===== src/rtl/sinc3_pkg.sv =====
package sinc3_pkg;

  localparam int unsigned N_STG = 3;

  typedef enum logic {
    FMT_WIDE = 1'b0,
    FMT_FLAG = 1'b1
  } fmt_e;

endpackage


===== src/rtl/sinc3_integ.sv =====
module sinc3_integ
  import sinc3_pkg::*;
#(
  parameter int unsigned ACC_W = 26
) (
  input  logic                    clk_i,
  input  logic                    rst_ni,
  input  logic                    clr_i,
  input  logic                    en_i,
  input  logic                    bit_i,
  output logic signed [ACC_W-1:0] sum_o
);

  logic signed [ACC_W-1:0] x;
  logic signed [ACC_W-1:0] acc_q [N_STG];
  logic signed [ACC_W-1:0] nxt   [N_STG];

  assign x = bit_i ? ACC_W'(1) : {ACC_W{1'b1}};

  // chained without pipeline delay: last stage is a pure triple sum
  always_comb begin
    nxt[0] = acc_q[0] + x;
    for (int s = 1; s < N_STG; s++) nxt[s] = acc_q[s] + nxt[s-1];
  end

  for (genvar g = 0; g < N_STG; g++) begin : g_stg
    always_ff @(posedge clk_i or negedge rst_ni) begin
      if (!rst_ni)    acc_q[g] <= '0;
      else if (clr_i) acc_q[g] <= '0;
      else if (en_i)  acc_q[g] <= nxt[g];
    end
  end

  assign sum_o = nxt[N_STG-1];

endmodule


===== src/rtl/sinc3_comb.sv =====
module sinc3_comb
  import sinc3_pkg::*;
#(
  parameter int unsigned ACC_W = 26
) (
  input  logic                    clk_i,
  input  logic                    rst_ni,
  input  logic                    clr_i,
  input  logic                    dec_i,
  input  logic signed [ACC_W-1:0] din_i,
  output logic signed [ACC_W-1:0] dout_o
);

  logic signed [ACC_W-1:0] dly_q [N_STG];
  logic signed [ACC_W-1:0] diff  [N_STG];

  always_comb begin
    diff[0] = din_i - dly_q[0];
    for (int s = 1; s < N_STG; s++) diff[s] = diff[s-1] - dly_q[s];
  end

  for (genvar g = 0; g < N_STG; g++) begin : g_stg
    always_ff @(posedge clk_i or negedge rst_ni) begin
      if (!rst_ni)    dly_q[g] <= '0;
      else if (clr_i) dly_q[g] <= '0;
      else if (dec_i) dly_q[g] <= (g == 0) ? din_i : diff[(g == 0) ? 0 : g-1];
    end
  end

  assign dout_o = diff[N_STG-1];

endmodule


===== src/rtl/sinc3_ctrl.sv =====
module sinc3_ctrl
  import sinc3_pkg::*;
#(
  parameter int unsigned MIN_LOG2 = 5,
  parameter int unsigned SEL_W    = 2,
  parameter int unsigned MAX_LOG2 = 8,
  parameter int unsigned LG_W     = 4
) (
  input  logic             clk_i,
  input  logic             rst_ni,
  input  logic             en_i,
  input  logic [SEL_W-1:0] rate_sel_i,
  output logic             clr_o,
  output logic             dec_o,
  output logic [LG_W-1:0]  lg_o,
  output logic             settled_o
);

  localparam int unsigned CNT_W = MAX_LOG2;
  localparam int unsigned SET_W = $clog2(N_STG + 1);

  logic [SEL_W-1:0] rate_q;
  logic [CNT_W-1:0] cnt_q;
  logic [CNT_W-1:0] lim;
  logic [SET_W-1:0] settle_q;

  assign clr_o = (rate_sel_i != rate_q);
  assign lim   = CNT_W'((1 << (MIN_LOG2 + int'(rate_q))) - 1);
  assign dec_o = en_i && !clr_o && (cnt_q == lim);
  assign lg_o  = LG_W'(MIN_LOG2) + LG_W'(rate_q);
  assign settled_o = (settle_q == SET_W'(N_STG));

  always_ff @(posedge clk_i or negedge rst_ni) begin
    if (!rst_ni) begin
      rate_q   <= '0;
      cnt_q    <= '0;
      settle_q <= '0;
    end else if (clr_o) begin
      rate_q   <= rate_sel_i;
      cnt_q    <= '0;
      settle_q <= '0;
    end else if (en_i) begin
      cnt_q <= (cnt_q == lim) ? '0 : cnt_q + 1'b1;
      if (dec_o && !settled_o) settle_q <= settle_q + 1'b1;
    end
  end

endmodule


===== src/rtl/sinc3_fmt.sv =====
module sinc3_fmt
  import sinc3_pkg::*;
#(
  parameter int unsigned ACC_W = 26,
  parameter int unsigned LG_W  = 4,
  parameter int unsigned RES_W = 15
) (
  input  logic signed [ACC_W-1:0] val_i,
  input  logic [LG_W-1:0]         lg_i,
  input  logic                    mode_i,
  output logic [RES_W:0]          word_o
);

  localparam logic signed [ACC_W-1:0] POS_MAX = ACC_W'((1 << (RES_W - 1)) - 1);

  fmt_e                    fm;
  int                      shamt;
  logic signed [ACC_W-1:0] scaled;
  logic                    sat;

  assign fm     = fmt_e'(mode_i);
  assign shamt  = N_STG * int'(lg_i) - (int'(RES_W) - 1);
  assign scaled = val_i >>> shamt;
  assign sat    = scaled > POS_MAX;

  always_comb begin
    unique case (fm)
      FMT_WIDE: word_o = sat ? {1'b0, {RES_W{1'b1}}} : {scaled[RES_W-1:0], 1'b0};
      FMT_FLAG: word_o = sat ? {2'b00, {(RES_W-1){1'b1}}} : {1'b0, scaled[RES_W-1:0]};
      default:  word_o = '0;
    endcase
  end

endmodule


===== src/rtl/sinc3_decim.sv =====
module sinc3_decim
  import sinc3_pkg::*;
#(
  parameter int unsigned MIN_LOG2 = 5,
  parameter int unsigned SEL_W    = 2,
  parameter int unsigned RES_W    = 15
) (
  input  logic             clk_i,
  input  logic             rst_ni,
  input  logic             bit_i,
  input  logic             bit_en_i,
  input  logic [SEL_W-1:0] rate_sel_i,
  input  logic             mode_i,
  output logic [RES_W:0]   data_o,
  output logic             strobe_o,
  output logic             settled_o
);

  localparam int unsigned MAX_LOG2 = MIN_LOG2 + (1 << SEL_W) - 1;
  // one bit above growth so +R^3 is representable for the saturation compare
  localparam int unsigned ACC_W    = N_STG * MAX_LOG2 + 2;
  localparam int unsigned LG_W     = $clog2(MAX_LOG2 + 1);

  logic                    clr, dec, ok_now;
  logic [LG_W-1:0]         lg;
  logic signed [ACC_W-1:0] integ_sum, comb_out;
  logic [RES_W:0]          word;

  sinc3_ctrl #(
    .MIN_LOG2(MIN_LOG2), .SEL_W(SEL_W), .MAX_LOG2(MAX_LOG2), .LG_W(LG_W)
  ) u_ctrl (
    .clk_i(clk_i), .rst_ni(rst_ni), .en_i(bit_en_i), .rate_sel_i(rate_sel_i),
    .clr_o(clr), .dec_o(dec), .lg_o(lg), .settled_o(ok_now)
  );

  sinc3_integ #(.ACC_W(ACC_W)) u_integ (
    .clk_i(clk_i), .rst_ni(rst_ni), .clr_i(clr), .en_i(bit_en_i),
    .bit_i(bit_i), .sum_o(integ_sum)
  );

  sinc3_comb #(.ACC_W(ACC_W)) u_comb (
    .clk_i(clk_i), .rst_ni(rst_ni), .clr_i(clr), .dec_i(dec),
    .din_i(integ_sum), .dout_o(comb_out)
  );

  sinc3_fmt #(.ACC_W(ACC_W), .LG_W(LG_W), .RES_W(RES_W)) u_fmt (
    .val_i(comb_out), .lg_i(lg), .mode_i(mode_i), .word_o(word)
  );

  always_ff @(posedge clk_i or negedge rst_ni) begin
    if (!rst_ni) begin
      data_o    <= '0;
      strobe_o  <= 1'b0;
      settled_o <= 1'b0;
    end else if (clr) begin
      strobe_o  <= 1'b0;
      settled_o <= 1'b0;
    end else if (dec) begin
      data_o    <= word;
      strobe_o  <= 1'b1;
      settled_o <= ok_now;
    end else begin
      strobe_o  <= 1'b0;
    end
  end

endmodule


===== config.mk =====
export PLATFORM = sky130hd
export DESIGN_NAME = sinc3_decim
export DESIGN_NICKNAME = d
export VERILOG_FILES = /design/src/rtl/sinc3_pkg.sv /design/src/rtl/sinc3_integ.sv /design/src/rtl/sinc3_comb.sv /design/src/rtl/sinc3_ctrl.sv /design/src/rtl/sinc3_fmt.sv /design/src/rtl/sinc3_decim.sv
export SDC_FILE = /design/constraint.sdc
export NUM_CORES = 1
export LEC_CHECK = 0
export BUFFER_PORTS_ARGS = -buffer_cell sky130_fd_sc_hd__buf_4
export CORE_ASPECT_RATIO = 1.5
export CORE_MARGIN = 10
export CORE_UTILIZATION = 50
export CTS_CLUSTER_DIAMETER = 60
export DETAILED_ROUTE_END_ITERATION = 6
export PLACE_DENSITY_LB_ADDON = 0.25
export SKIP_LAST_GASP = 1
export SLEW_MARGIN = 20
export SYNTH_ARGS = -nofsm -noshare
export SYNTH_HDL_FRONTEND = slang
export SYNTH_SLANG_ARGS = --single-unit

===== constraint.sdc =====
create_clock -name clk_i -period 14 [get_ports clk_i]
set_input_delay 1.4 -clock clk_i [delete_from_list [all_inputs] [get_ports clk_i]]
set_output_delay 1.4 -clock clk_i [all_outputs]
set_load 0.01 [all_outputs]

==> results.json, run 1 <==
{
  "die_area_sq_um": 39600,
  "cts_resized": 0,
  "postCtsSetupRepairBufs": 0,
  "cts_tree": "done",
  "worstHoldEndpoint": "data_o[15]",
  "clk_latency_ns": 0.46,
  "dr.pass1.iters": 5,
  "met2_usage_pct": 35.6,
  "viasPerCell": 5.79,
  "fin_cells": 2284,
  "portBuffers": 24,
  "status": "finished clean",
  "fin_tns_setup_ns": 0,
  "htreeDepth": 4,
  "rows": 80,
  "min_from": "data_o[15]",
  "gp_congestion": 0.929,
  "layout_commonest_cell": "nor2_1",
  "grt_pass1_vias": 13600,
  "async_flop_share_pct": 100,
  "ys.flop_type": "dfrtp_1",
  "rrSetupSlack_ns": 2.33,
  "crit_type": "input port to register",
  "die_height_um": 239,
  "cp_slowest_cell": "a21oi_2",
  "min_path_type": "register to register",
  "final-setup-viol-count": 0,
  "place_hpwl_um": 26600,
  "r2r_end": "data_o[14]",
  "cts_buffer_depth": 2,
  "track_usage_pct": 18.0,
  "syn_area_per_cell_sq_um": 8.45,
  "wirelength_um": 35700,
  "rsz0062_at_grt": "no",
  "dr_total_vias": 13200,
  "fin_skew_ns": 0.0130,
  "fp.dieW_um": 166,
  "rr_startpoint": "u_integ.acc_q[52]",
  "met3_usage_pct": 2.34,
  "synth_seq_area_share_pct": 29.2,
  "critPathMaxFanout": 15,
  "slew_headroom_pct": 28.3,
  "antenna_found_initial": 0,
  "place_area_sq_um": 16400,
  "ys.warnings.count": 0,
  "postSynthRegisterBits": 186,
  "slew_violations": 0,
  "drt_iter0_markers": 604,
  "worst_pin_slew_ns": 1.08,
  "crit_required_ns": 14.30,
  "final_core_util_pct": 53.8,
  "cts_root_buffer": "clkbuf_16",
  "coreArea_sq_um": 31600,
  "maxCapViolations": 0,
  "crit_top_cell": "a21oi_1",
  "grt-busiest-layer": "met2",
  "grt_max_degree": 97,
  "placed_cells": 2255,
  "syn_inst": 1887,
  "synth.distinct_cells": 85,
  "startpoint_type": "input port",
  "end_kind": "register",
  "final_cell_mix": "nor2_1 (206), dfrtp_1 (186), ha_1 (160)",
  "cts_buffers": 17,
  "syn-num-nets": 2060,
  "grt.met1_usage_pct": 17.4,
  "nFillCells": 3005,
  "synth_edf_count": 0,
  "path_clk_slew_ns": 0.07,
  "grt_overflow": 0,
  "grt_pass1_wl_um": 61100,
  "cp.arrival_ns": 12.87,
  "syn_area_sq_um": 15900,
  "timing.final.crit_share_pct": 89.8,
  "wire_per_inst_um": 15.6,
  "reg2reg_depth": 47,
  "period_needed_ns": 12.57,
  "fin_area_sq_um": 17000,
  "min_path_cells": 2,
  "cts_sinks": 186,
  "drive_gt1_share_pct": 6.56,
  "ios": 25,
  "cpLargestDelayFamily": "compound AO/OA/AOI/OAI gates",
  "final_nets": 2037,
  "cts_hold_buf": 0,
  "critPathMaxStageDelay_ns": 0.73,
  "cp_num_buf_inv": 2,
  "antenna_left": 0,
  "finalHoldViolCount": 0,
  "drcViolationCount": 0,
  "start_util_pct": 50.4,
  "diodes": 0,
  "syn_to_final_growth_pct": 6.64,
  "fmax_mhz": 79.6
}
[sequential cells by signal, indices dropped and copies added (netlist names)]
| register | count |
|---|---|
| u_ctrl.settle_q | 2 |
| u_comb.dly_q | 78 |
| u_ctrl.cnt_q | 8 |
| data_o | 16 |
| settled_o | 1 |
| u_ctrl.rate_q | 2 |
| u_integ.acc_q | 78 |
| strobe_o | 1 |
[worst max path at each step]
| stage | from | to | cells past startpoint |
|---|---|---|---|
| floorplan | bit_i | data_o[7] | 51 |
| global placement | bit_i | data_o[14] | 47 |
| detailed placement | bit_i | data_o[14] | 51 |
| CTS | bit_i | data_o[14] | 49 |
| global route | bit_i | data_o[14] | 51 |
| finish | bit_i | data_o[14] | 49 |
[routing by layer]
metal	routed length (um)	share of wire, %
met2	19300	54
met5	0	0
met4	1600	4.5
met1	13900	39
met3	816	2.3
[cell type report]
cell class,instances,area (sq um),area share (%)
Multi-Input combinational cell,1493,10500,61.8
Clock buffer,18,439,2.58
Sequential cell,186,4650,27.4
Timing Repair Buffer,35,269,1.58
Clock inverter,11,125,0.736
Inverter,131,494,2.91
Tap cell,410,513,3.02
[kinds of logic after synthesis]
| logic type | share of synthesized area (%) |
|---|---|
| buf+inv | 4.95 |
| flops | 29.2 |
| xor+xnor | 7.70 |
| compound gates | 21.9 |
| mux | 7.60 |
| fa+ha+maj | 13.3 |
| simple gates | 15.3 |
[metrics by stage]
stage | hold slack (ns) | worst slack (ns)
floorplan | 0.455 | 2.94
global placement | 0.477 | 1.28
detailed placement | 0.472 | 1.05
CTS | 0.491 | 1.43
global route | 0.518 | 0.259
finish | 0.487 | 1.43
[tightest hold or removal path: stages (launching register included)]
cell	delay, ns
dfrtp_1	0.35
nand2_1	0.05
o31ai_1	0.05
[synthesized netlist by cell type, types with 13 or more instances]
cell	n	area share (%)
xnor2_1	84	4.6
xor2_1	45	2.5
dfrtp_1	186	29
mux2_2	13	0.92
o31ai_1	63	3.0
nor2b_1	23	0.90
nor2_1	206	4.8
a21o_1	58	2.7
nand2_1	160	3.8
a211oi_1	15	0.71
inv_1	131	3.1
nand2b_1	20	0.78
a31oi_1	17	0.67
o21ai_0	115	3.6
or3_1	13	0.51
nor3_1	35	1.1
o21a_1	14	0.66
a21boi_0	14	0.66
mux2i_1	102	6.4
nand3_1	37	1.2
o21bai_1	14	0.66
clkbuf_1	67	1.6
a21oi_1	128	4.0
ha_1	160	13
Power of run 1 is left out: the tool's default activity adds up to more than one toggle a clock period on the data nets, which glitch-free logic cannot reach.
==> run 2: changes to the inputs <==
--- a/config.mk
+++ b/config.mk
@@ -5,6 +5,7 @@
 export SDC_FILE = /design/constraint.sdc
 export NUM_CORES = 1
 export LEC_CHECK = 0
+export ABC_AREA = 1
 export BUFFER_PORTS_ARGS = -buffer_cell sky130_fd_sc_hd__buf_4
 export CORE_ASPECT_RATIO = 1.5
 export CORE_MARGIN = 10
==> results.json, run 2 <==
{
  "end_kind": "register",
  "grt_max_degree": 84,
  "portBuffers": 24,
  "antenna_left": 0,
  "ys.warnings.count": 0,
  "antenna_found_initial": 0,
  "crit_required_ns": 14.34,
  "cts_buffers": 17,
  "rows": 77,
  "coreArea_sq_um": 29600,
  "drt_iter0_markers": 576,
  "synth_edf_count": 0,
  "dr_total_vias": 12900,
  "synth_seq_area_share_pct": 30.9,
  "period_needed_ns": 10.95,
  "clk_latency_ns": 0.46,
  "slew_headroom_pct": 26.6,
  "ys.flop_type": "dfrtp_1",
  "fin_skew_ns": 0.00935,
  "drcViolationCount": 0,
  "gp_congestion": 0.891,
  "postCtsSetupRepairBufs": 0,
  "fin_tns_setup_ns": 0,
  "syn_area_per_cell_sq_um": 7.59,
  "top_regs": "u_comb.dly_q x78, u_integ.acc_q x78, data_o x16",
  "syn-num-nets": 2156,
  "critPathMaxStageDelay_ns": 0.39,
  "crit_top_cell": "a21oi_1",
  "status": "finished clean",
  "grt_pass1_wl_um": 59500,
  "synth.distinct_cells": 58,
  "start_util_pct": 50.9,
  "final_cell_mix": "nand2_1 (414), inv_1 (275), dfrtp_1 (186)",
  "final_nets": 2152,
  "fmax_mhz": 91.3,
  "cts_sinks": 186,
  "path_clk_slew_ns": 0.07,
  "htreeDepth": 4,
  "wire_per_inst_um": 14.6,
  "nFillCells": 2851,
  "postSynthRegisterBits": 186,
  "finalHoldViolCount": 0,
  "startpoint_type": "input port",
  "dr.pass1.iters": 5,
  "grt_overflow": 0,
  "place_hpwl_um": 25900,
  "final-setup-viol-count": 0,
  "cts_buffer_depth": 2,
  "rsz0062_at_grt": "no",
  "maxCapViolations": 0,
  "syn_area_sq_um": 15100,
  "die_area_sq_um": 37600,
  "crit_type": "input port to register",
  "syn_to_final_growth_pct": 7.34,
  "viasPerCell": 5.41,
  "min_path_type": "register to register",
  "cpLargestDelayFamily": "compound AO/OA/AOI/OAI gates",
  "critPathMaxFanout": 25,
  "worst_pin_slew_ns": 1.07,
  "yosys-top-cells-area": "dfrtp_1 (31%), ha_1 (13%), nand2_1 (10%)",
  "cts_resized": 0,
  "diodes": 0,
  "wirelength_um": 34700,
  "die_height_um": 233,
  "timing.final.crit_share_pct": 78.2,
  "cts_hold_buf": 0,
  "cp_slowest_cell": "o21ai_0",
  "synth.largest_area_cell": "dfrtp_1",
  "holdWs_ns": 0.499,
  "cts_root_buffer": "clkbuf_16",
  "ys_top_cells_by_count": "nand2_1 (414), inv_1 (277), dfrtp_1 (186)",
  "track_usage_pct": 18.7,
  "syn_inst": 1983,
  "ios": 25,
  "layout_commonest_cell": "nand2_1",
  "drive_gt1_share_pct": 6.43,
  "synth_top_area_share_pct": 30.9,
  "synth.most_common_cell": "nand2_1",
  "cts_tree": "done",
  "slew_violations": 0,
  "cp_num_buf_inv": 11,
  "cp.arrival_ns": 11.30,
  "async_flop_share_pct": 100,
  "grt_pass1_vias": 13300,
  "fp.dieW_um": 162
}
run 2: cell count changes after synthesis, sizes merged, moves of 50 or more:
cell   delta
xnor2    -50
o31ai    -59
xor2     +54
nand3    +91
inv     +150
o21ai    +50
mux2i    -99
nand2   +271
nor2    -132
run 2: worst min-delay path: stages (launching register included):
cell,delay [ns]
dfrtp_1,0.35
nand2_1,0.05
nand3_1,0.07
run 2: final timing paths:
kind / from / to / slack [ns] / cells past startpoint
setup / recovery: bit_i / data_o[7] / 3.05 / 60
hold / removal: data_o[6] / data_o[6] / 0.50 / 2
hold reg to reg: data_o[6] / data_o[6] / 0.50 / 2
min in group asynchronous: rst_ni / u_comb.dly_q[42] / 0.99 / 1
max in group asynchronous: rst_ni / u_comb.dly_q[3] / 11.80 / 2
setup reg to reg: u_integ.acc_q[52] / data_o[7] / 3.98 / 59
run 2: kinds of logic (layout without fill, tap and decap cells):
family                   Yosys count  count (layout)  share of synthesized area, %
XOR/XNOR                         139             139                          8.09
flip-flops                       186             186                          30.9
AND/OR/NAND/NOR                  662             662                          18.8
buffers and inverters            340             349                          8.75
adder cells (fa/ha/maj)          166             166                          14.1
multiplexers                       3               3                         0.199
AO/OA/AOI/OAI                    487             487                          19.2
run 2: metrics by stage:
step                instance area, sq um  setup slack [ns]  utilization [%]  cells
floorplan                          15100              3.73                -   1983
global placement                   15600              2.75             52.7   2355
detailed placement                 15600              2.57             52.7   2355
CTS                                16200              3.01             54.6   2387
global route                       16200              1.74             54.6   2387
finish                             16200              3.05             54.6   2387
run 2: final cells by class:
class                      count  area [sq um]  area share, %
multi-input combinational   1457          9100           56.3
clock inverter                15           158          0.976
tap                          395           494           3.06
clock buffer                  17           425           2.63
sequential                   186          4650           28.8
timing repair buffer          35           269           1.66
inverter                     282          1060           6.55
run 2: per-layer routing:
metal	share of wire (%)	track usage, %
met4	2.6	6.90
met2	55	36.6
met3	2.0	2.49
met1	41	19.8
met5	0	0
Power of run 2 is left out for the same reason.
==> run 3: changes to the inputs <==
==> constraint.sdc (replaced) <==
create_clock -name clk_i -period 10.65 [get_ports clk_i]
set_input_delay 1.065 -clock clk_i [delete_from_list [all_inputs] [get_ports clk_i]]
set_output_delay 1.065 -clock clk_i [all_outputs]
set_load 0.01 [all_outputs]
==> results.json, run 3 (same netlist as run 2, synthesis figures left out) <==
{
  "cts_buffers": 17,
  "layout_commonest_cell": "nand2_1",
  "met2_usage_pct": 35.6,
  "clk_latency_ns": 0.46,
  "final_core_util_pct": 55.6,
  "diodes": 0,
  "syn_to_final_growth_pct": 9.29,
  "rr_startpoint": "u_integ.acc_q[52]",
  "crit_path_start": "bit_i",
  "drt_iter0_markers": 555,
  "cp_slowest_cell": "fa_1",
  "fin_tns_setup_ns": 0,
  "final_cell_mix": "nand2_1 (414), inv_1 (274), dfrtp_1 (186)",
  "grt-busiest-layer": "met2",
  "start_util_pct": 50.9,
  "drive_gt1_share_pct": 8.56,
  "cts_root_buffer": "clkbuf_16",
  "worst_pin_slew_ns": 1.20,
  "drcViolationCount": 0,
  "fp.dieW_um": 162,
  "cts_sinks": 186,
  "slew_headroom_pct": 18.1,
  "portBuffers": 24,
  "fmax_mhz": 103,
  "cp.arrival_ns": 10.09,
  "grt_overflow": 0,
  "rows": 77,
  "fin_cells": 2405,
  "crit_top_cell": "inv_1",
  "seqCellArea_sq_um": 4650,
  "grt_pass1_vias": 13300,
  "reg2reg_depth": 57,
  "grt_pass1_wl_um": 59600,
  "wire_per_inst_um": 14.4,
  "crit_type": "input port to register",
  "die_height_um": 233,
  "cts_tree": "done",
  "end_kind": "register",
  "viasPerCell": 5.39,
  "final-setup-viol-count": 0,
  "track_usage_pct": 18.7,
  "placed_cells": 2367,
  "place_area_sq_um": 15700,
  "min_from": "u_integ.acc_q[49]",
  "top_regs": "u_comb.dly_q x78, u_integ.acc_q x78, data_o x16",
  "startpoint_type": "input port",
  "slew_violations": 0,
  "htreeDepth": 4,
  "dr.pass1.iters": 4,
  "crit_required_ns": 10.99,
  "timing.final.crit_share_pct": 91.5,
  "ios": 25,
  "status": "finished clean",
  "finalHoldViolCount": 0,
  "place_hpwl_um": 25600,
  "nFillCells": 2850,
  "coreArea_sq_um": 29600,
  "final_nets": 2170,
  "multi_input_comb_area_sq_um": 9230,
  "cts_buffer_depth": 2,
  "met3_usage_pct": 1.93,
  "critPathMaxFanout": 15,
  "critPathMaxStageDelay_ns": 0.46,
  "dr_total_vias": 13000,
  "min_path_cells": 2,
  "antenna_left": 0,
  "die_area_sq_um": 37600,
  "fin_area_sq_um": 16500,
  "period_needed_ns": 9.75,
  "path_clk_slew_ns": 0.07,
  "grt_max_degree": 114,
  "wirelength_um": 34700,
  "gp_congestion": 0.920,
  "fin_skew_ns": 0.00943,
  "antenna_found_initial": 0,
  "min_path_type": "register to register",
  "maxCapViolations": 0,
  "grt.met1_usage_pct": 20.5
}
-- run 3: area by class of cell --
cell class	instances	area share [%]
Timing Repair Buffer	53	2.46
Clock inverter	11	0.814
Sequential cell	186	28.3
Inverter	282	6.46
Tap cell	395	3.00
Clock buffer	21	2.86
Multi-Input combinational cell	1457	56.1
-- run 3: final timing paths --
path	slack [ns]	endpoint
worst max-delay path	0.90	data_o[4]
worst min-delay path	0.50	u_integ.acc_q[49]
worst max register to register	1.36	data_o[4]
worst min register to register	0.50	u_integ.acc_q[49]
max in group asynchronous	8.32	u_comb.dly_q[34]
min in group asynchronous	0.75	u_comb.dly_q[23]
-- run 3: per-stage QoR --
step	setup slack [ns]	hold slack, ns
final	0.903	0.498
after detailed placement	-0.192	0.483
after global placement	0.0827	0.477
after CTS	0.264	0.503
after floorplan	0.716	0.457
after global routing	-0.0745	0.519
-- run 3: what timing repair did --
| item | CTS | global route |
|---|---|---|
| setup endpoints to repair | 0 | 16 |
| hold buffers | 0 | 0 |
| buffers inserted | 0 | 6 |
| gates resized for setup | 0 | 46 |
-- run 3: routing by layer --
metal / vias up / wire, um
met3: 68 / 722
met2: 137 / 18700
li1: 6655 / -
met5: - / 0
met1: 6109 / 14300
met4: 0 / 1020
-- run 3: worst max-delay path, delay by kind of cell --
kind	cells	cell delay, ns
compound gates	19	3.25
xor+xnor	5	0.98
simple gates	18	1.77
buf+inv	11	0.88
fa+ha+maj	6	2.11
Power of run 3 is left out for the same reason.
